## src/rtl/cfgPkg.sv

```systemverilog
package cfgPkg;

  // Strobes passed from the claim logic to the register datapath.
  typedef struct packed {
    logic ackNext;   // request claimed; acknowledge next cycle
    logic readNext;  // claimed read; capture read data
    logic cmdWrite;  // claimed write aimed at the command dword
  } cfgStrobe_t;

  localparam logic [1:0] DW_IDENT  = 2'd0;
  localparam logic [1:0] DW_CMD    = 2'd1;
  localparam logic [1:0] DW_CLASS  = 2'd2;
  localparam logic [1:0] DW_HEADER = 2'd3;

  // Only the two low bytes of the command dword accept writes.
  localparam logic [3:0] CMD_WR_BYTES = 4'b0011;

endpackage

```

## src/rtl/cfgControl.sv

```systemverilog
module cfgControl
  import cfgPkg::*;
#(
  parameter int FUNC_BITS = 3,
  parameter logic [(1<<FUNC_BITS)-1:0] IMPL_MASK = 'h01
) (
  input  logic                 reqValid,
  input  logic                 reqSel,
  input  logic [1:0]           reqType,
  input  logic [FUNC_BITS-1:0] reqFunc,
  input  logic [1:0]           reqDword,
  input  logic                 reqWrite,
  output cfgStrobe_t           strobe,
  output logic [FUNC_BITS-1:0] funcIdx,
  output logic                 multiFlag
);

  localparam int NUM_FUNC = 1 << FUNC_BITS;

  // Function 0 is always present, whatever the mask parameter says.
  localparam logic [NUM_FUNC-1:0] EFF_MASK = IMPL_MASK | NUM_FUNC'(1);
  localparam logic IS_MULTI = |EFF_MASK[NUM_FUNC-1:1];

  logic typeOk;
  logic funcHit;
  logic claim;

  always_comb begin
    typeOk    = reqSel && (reqType == 2'b00);

    // Single-function mode ignores the function field entirely.
    funcHit   = IS_MULTI ? EFF_MASK[reqFunc] : 1'b1;
    claim     = reqValid && typeOk && funcHit;
    funcIdx   = IS_MULTI ? reqFunc : '0;
    multiFlag = IS_MULTI;

    strobe.ackNext  = claim;
    strobe.readNext = claim && !reqWrite;
    strobe.cmdWrite = claim && reqWrite && (reqDword == DW_CMD);
  end

endmodule

```

## src/rtl/cfgDatapath.sv

```systemverilog
module cfgDatapath
  import cfgPkg::*;
#(
  parameter int FUNC_BITS = 3,
  parameter logic [(1<<FUNC_BITS)-1:0] IMPL_MASK = 'h01,
  parameter logic [15:0] VENDOR_ID = 16'h1D2C,
  parameter logic [15:0] DEVICE_BASE = 16'h4410,
  parameter logic [23:0] CLASS_CODE = 24'h0C0330,
  parameter logic [6:0] LAYOUT_CODE = 7'h00
) (
  input  logic                 clk,
  input  logic                 rstN,
  input  cfgStrobe_t           strobe,
  input  logic [FUNC_BITS-1:0] funcIdx,
  input  logic [1:0]           reqDword,
  input  logic [3:0]           reqByteEn,
  input  logic [31:0]          reqWdata,
  input  logic                 multiFlag,
  output logic                 ackValid,
  output logic [31:0]          rdData
);

  localparam int NUM_FUNC = 1 << FUNC_BITS;
  localparam logic [NUM_FUNC-1:0] EFF_MASK = IMPL_MASK | NUM_FUNC'(1);

  logic [NUM_FUNC-1:0][31:0] cmdWord;
  logic [NUM_FUNC-1:0][31:0] identWord;
  logic [NUM_FUNC-1:0][31:0] classWord;
  logic [31:0]               headerWord;
  logic [31:0]               readMux;

  for (genvar g = 0; g < NUM_FUNC; g++) begin : gFunc
    assign identWord[g] = {DEVICE_BASE + 16'(g), VENDOR_ID};
    assign classWord[g] = {CLASS_CODE, 8'(g)};

    if (EFF_MASK[g]) begin : gImpl
      logic [31:0] cmdReg;
      always_ff @(posedge clk) begin
        if (!rstN) begin
          cmdReg <= '0;
        end else if (strobe.cmdWrite && (funcIdx == FUNC_BITS'(g))) begin
          for (int b = 0; b < 4; b++) begin
            if (reqByteEn[b] && CMD_WR_BYTES[b]) begin
              cmdReg[8*b +: 8] <= reqWdata[8*b +: 8];
            end
          end
        end
      end
      assign cmdWord[g] = cmdReg;
    end else begin : gAbsent
      assign cmdWord[g] = '0;
    end
  end

  assign headerWord = {8'h00, multiFlag, LAYOUT_CODE, 16'h0000};

  always_comb begin
    unique case (reqDword)
      DW_IDENT: readMux = identWord[funcIdx];
      DW_CMD:   readMux = cmdWord[funcIdx];
      DW_CLASS: readMux = classWord[funcIdx];
      default:  readMux = headerWord;
    endcase
  end

  always_ff @(posedge clk) begin
    if (!rstN) begin
      ackValid <= 1'b0;
      rdData   <= '1;
    end else begin
      ackValid <= strobe.ackNext;
      rdData   <= strobe.readNext ? readMux : '1;
    end
  end

  // command state changes only on a claimed command write.
  assert_cmd_hold_R7: assert property (@(posedge clk) disable iff (!rstN)
    !strobe.cmdWrite |=> $stable(cmdWord));

  // a read strobe always yields an acknowledge in the next cycle.
  assert_read_ack_R8: assert property (@(posedge clk) disable iff (!rstN)
    strobe.readNext |=> ackValid);

endmodule

```

## src/rtl/cfgTargetDecoder.sv

```systemverilog
module cfgTargetDecoder
  import cfgPkg::*;
#(
  parameter int FUNC_BITS = 3,
  parameter logic [(1<<FUNC_BITS)-1:0] IMPL_MASK = 'h01,
  parameter logic [15:0] VENDOR_ID = 16'h1D2C,
  parameter logic [15:0] DEVICE_BASE = 16'h4410,
  parameter logic [23:0] CLASS_CODE = 24'h0C0330,
  parameter logic [6:0] LAYOUT_CODE = 7'h00
) (
  input  logic                 clk,
  input  logic                 rstN,
  input  logic                 reqValid,
  input  logic                 reqSel,
  input  logic [1:0]           reqType,
  input  logic [FUNC_BITS-1:0] reqFunc,
  input  logic [1:0]           reqDword,
  input  logic [3:0]           reqByteEn,
  input  logic                 reqWrite,
  input  logic [31:0]          reqWdata,
  output logic                 ackValid,
  output logic [31:0]          rdData
);

  localparam int NUM_FUNC = 1 << FUNC_BITS;
  localparam logic [NUM_FUNC-1:0] EFF_MASK = IMPL_MASK | NUM_FUNC'(1);
  localparam logic IS_MULTI = |EFF_MASK[NUM_FUNC-1:1];

  cfgStrobe_t           strobe;
  logic [FUNC_BITS-1:0] funcIdx;
  logic                 multiFlag;

  cfgControl #(
    .FUNC_BITS (FUNC_BITS),
    .IMPL_MASK (IMPL_MASK)
  ) control (
    .reqValid  (reqValid),
    .reqSel    (reqSel),
    .reqType   (reqType),
    .reqFunc   (reqFunc),
    .reqDword  (reqDword),
    .reqWrite  (reqWrite),
    .strobe    (strobe),
    .funcIdx   (funcIdx),
    .multiFlag (multiFlag)
  );

  cfgDatapath #(
    .FUNC_BITS   (FUNC_BITS),
    .IMPL_MASK   (IMPL_MASK),
    .VENDOR_ID   (VENDOR_ID),
    .DEVICE_BASE (DEVICE_BASE),
    .CLASS_CODE  (CLASS_CODE),
    .LAYOUT_CODE (LAYOUT_CODE)
  ) datapath (
    .clk       (clk),
    .rstN      (rstN),
    .strobe    (strobe),
    .funcIdx   (funcIdx),
    .reqDword  (reqDword),
    .reqByteEn (reqByteEn),
    .reqWdata  (reqWdata),
    .multiFlag (multiFlag),
    .ackValid  (ackValid),
    .rdData    (rdData)
  );

  assert_no_claim_R1: assert property (@(posedge clk) disable iff (!rstN)
    reqValid && !(reqSel && reqType == 2'b00) |=> !ackValid);

  assert_single_claim_R2: assert property (@(posedge clk) disable iff (!rstN)
    !IS_MULTI && reqValid && reqSel && reqType == 2'b00 |=> ackValid);

  assert_func0_claim_R3: assert property (@(posedge clk) disable iff (!rstN)
    reqValid && reqSel && reqType == 2'b00 && reqFunc == '0 |=> ackValid);

  assert_absent_func_R3: assert property (@(posedge clk) disable iff (!rstN)
    IS_MULTI && reqValid && reqSel && reqType == 2'b00 && !EFF_MASK[reqFunc]
      |=> !ackValid);

  assert_idle_no_ack_R8: assert property (@(posedge clk) disable iff (!rstN)
    !reqValid |=> !ackValid);

  assert_ones_when_idle_R9: assert property (@(posedge clk) disable iff (!rstN)
    !ackValid |-> rdData == 32'hFFFF_FFFF);

endmodule

```

## config.mk

```make
export PLATFORM = sky130hd
export DESIGN_NAME = cfgTargetDecoder
export DESIGN_NICKNAME = d
export VERILOG_FILES = /design/src/rtl/cfgPkg.sv /design/src/rtl/cfgControl.sv /design/src/rtl/cfgDatapath.sv /design/src/rtl/cfgTargetDecoder.sv
export SDC_FILE = /design/constraint.sdc
export NUM_CORES = 1
export LEC_CHECK = 0
export BUFFER_PORTS_ARGS = -buffer_cell sky130_fd_sc_hd__buf_2
export CAP_MARGIN = 30
export CELL_PAD_IN_SITES_DETAIL_PLACEMENT = 1
export CELL_PAD_IN_SITES_GLOBAL_PLACEMENT = 2
export CORE_MARGIN = 4
export CORE_UTILIZATION = 25
export DETAILED_ROUTE_END_ITERATION = 16
export PLACE_DENSITY = 0.95
export SLEW_MARGIN = 20
export SYNTH_ARGS = -nofsm -noshare
export SYNTH_HDL_FRONTEND = slang
export SYNTH_SLANG_ARGS = --single-unit
```

## constraint.sdc

```tcl
create_clock -name clk -period 2.22 [get_ports clk]
set_clock_uncertainty 0.2 [all_clocks]
set_input_delay 0.222 -clock clk [delete_from_list [all_inputs] [get_ports clk]]
set_output_delay 0.222 -clock clk [all_outputs]
set_load 0.005 [all_outputs]
```

==> reports/results.txt <==
status: complete, no violations
HP Class: primary input to register
synthesized instance count: 150
Core Area: 5270 sq um
post-route ant nets: 0
Post-synth top flop: dfxtp_1
largest family of logic cells by synthesized area: simple AND/OR/NAND/NOR gates
FP Rows: 26
vias in the first global route: 1091
first-pass GRT wire length: 5092 um
Seq/Total Area, Yosys: 53.05%
area share of and/or/nand/nor cells after synthesis: 20.88%
H-tree lvl count: 2
ant diodes: 0
Hold Violations, Final: 0
Critical Setup Path Class: primary input to register
Max VDD drop: 224.5 uV
P_leak: 0.7445 nW
WL/cell: 11.51 um
Root Driver: clkbuf_8
HPWL Detailed: 2313 um
final setup TNS: 0 ns
setup bufs post-CTS: 0
Critical Path Source Type: primary input
WP buf/inv: 2
Initial Util: 26.50%
Fin Hold WS: 0.05167 ns
Via-to-Cell Ratio: 4.070
Area Overhead vs Synth: 36.47%
Final Net Count: 262
RSZ-0062 raised after global routing: no
DRC: 0
count leader, synth: nand2_1
area share of the largest cell type after synthesis: 53.05%
Synth async-reset ratio: 0%
Post-synth EDFFs: 0
final setup violation count: 0
setup ws final: 0.3423 ns
CP arrival: 1.89 ns
Post-Route WL: 3281 um
initial antenna violation count: 0
mean post-synth cell area: 9.309 sq um
GP Congestion: 0.6502
Die Y: 82.74 um
compound-cell area share of the yosys netlist: 3.405%
Clk Latency, worst-skew pair: 0.28 ns
largest net degree at the start of global routing: 21
final core occ: 36.16%
DRT Pass-1 Iters: 2
adder-cell share of the synthesized area: 0%
Synth area leaders: dfxtp_1 53%, nand2_1 14%, mux2i_1 11%, buf_4 7.0%, o21ai_0 2.9%
multi-input combinational cell area: 499.2 sq um
worst slew pin tran: 0.2732 ns
Final min period: 1.878 ns
worst reg2reg endpoint: datapath.rdData[2]
CP Capture Type: register
post-synthesis mux area share: 11.47%
hold depth: 2
FF/Latch Area: 740.7 sq um
Netlist cell types: 18
Slowest Stage Delay on Critical Path: 0.52 ns
CP required: 2.23 ns
CTS buffer count: 5
slowest CP cell: dlygate4sd3_1
hold_sp: reqDword[1]
Slew Viols, Final: 0
CTS tree: built
#FFs+latches synth: 37
CP cell instances: dlygate4sd3_1, buf_2, nor2b_2, and4_2, mux2i_1
Layout fillers: 634
fmax: 532.6 MHz
io pins: 81
Die Wd: 82.74 um
DP Worst Slack: 0.5508 ns
Min-Delay Endpoint: datapath.rdData[30]
clock net sink count: 37
Crit Reg-Reg Startpoint: datapath.gFunc[0].gImpl.cmdReg[2]
Post-synth top cells: 51 x nand2_1, 37 x dfxtp_1, 16 x mux2i_1, 13 x buf_4, 8 x o21ai_0
Clock Path Buffers: 2
initial DRC count: 12
Tcrit/Tclk final: 84.58%
# port buffers: 59
synth warn: 0
reg-to-reg slack, setup: 1.35 ns
grt total ovfl: 0
Top delay family on crit path: simple AND/OR/NAND/NOR gates
XOR/XNOR Fraction of Synth Area: 0%
Die ar.: 6845 sq um
CTS resizes: 0
Post-Synthesis Net Count: 198
power per cell area: 629.6 nW/um^2
Post-Syn Area: 1396 sq um
share of layout cells above drive strength 1: 33.95%
total number of vias: 1160
Slew Limit Headroom: 81.79%
max-cap viol count: 0
GRT Overall Usage: 10.10%
Reg clk slew, reported paths: 0.07 ns
Register-to-Register Path Depth: 2
maximum fanout along the worst path: 12
cell taking the most area after synthesis: dfxtp_1
==> per-stage QoR <==
step	cells	area [sq um]	power [mW]
floorplan	150	1396	0.7175
global placement	260	1653	0.7516
detailed placement	260	1653	0.7522
CTS	285	1906	1.225
global route	285	1906	1.257
finish	285	1906	1.200
==> where the power goes <==
part	internal [mW]	total, mW	switching (mW)
Combinational	0.0508	0.0893	0.0385
Sequential	0.667	0.669	0.00137
Clock	0.217	0.442	0.224
==> logic make-up (layout without fill, tap and decap cells) <==
logic type	count (synthesis)	count (layout)
flops	37	37
compound gates	9	9
simple gates	64	64
mux	16	16
buf+inv	24	89
==> layout by cell type (no fill, tap or decap), drive strengths merged <==
cell type	synthesis	layout
and2	1	1
and3b	1	1
and4	2	2
and4bb	1	1
buf	17	62
clkbuf	5	6
clkinv	0	2
dfxtp	37	37
dlygate4sd3	0	17
inv	2	2
mux2i	16	16
nand2	51	51
nand3	1	1
nor2b	7	7
o211ai	1	1
o21ai	8	8
==> per-layer routing <==
layer	track usage [%]	routed length, um	vias to the layer above
met4	4.412	23	0
li1	-	-	589
met3	2.928	223	4
met2	18.03	1705	35
met5	0	0	-
met1	11.02	1328	532
==> cell type report <==
type,count,area share (%)
Inverter,2,0.3940
Timing Repair Buffer,79,25.61
Clock buffer,6,3.808
Tap cell,70,4.596
Multi-Input combinational cell,89,26.20
Clock inverter,2,0.5253
Sequential cell,37,38.87
==> worst reg2reg max path, delay by kind of cell (launching register included) <==
family	cells	cell delay [ns]
flip-flops	1	0.32
AND/OR/NAND/NOR	1	0.12
AO/OA/AOI/OAI	1	0.10
==> state kept, by name, summed over array words and instances (netlist names) <==
register	count
datapath.rdData	20
datapath.ackValid	1
datapath.gFunc.gImpl.cmdReg	16
==> what timing repair did <==
| action | 4_1_cts | 5_1_grt |
|---|---|---|
| hold buffers | 17 | 0 |
| hold endpoints to repair | 17 | 0 |
| endpoints found under the setup margin | 0 | 0 |
==> how the worst max path moves through the flow <==
stage / from / end / slack, ns / cells past startpoint
2_1_floorplan: reqType[0] / datapath.gFunc[0].gImpl.cmdReg[0] / 0.89 / 4
3_3_place_gp: reqDword[0] / datapath.gFunc[0].gImpl.cmdReg[1] / 0.55 / 4
3_5_place_dp: reqDword[0] / datapath.gFunc[0].gImpl.cmdReg[7] / 0.55 / 4
4_1_cts: reqDword[0] / datapath.gFunc[0].gImpl.cmdReg[7] / 0.31 / 5
5_1_grt: reqDword[0] / datapath.gFunc[0].gImpl.cmdReg[0] / 0.16 / 5
6_report: reqDword[0] / datapath.gFunc[0].gImpl.cmdReg[7] / 0.34 / 5
(Power assumes the default switching activity.)
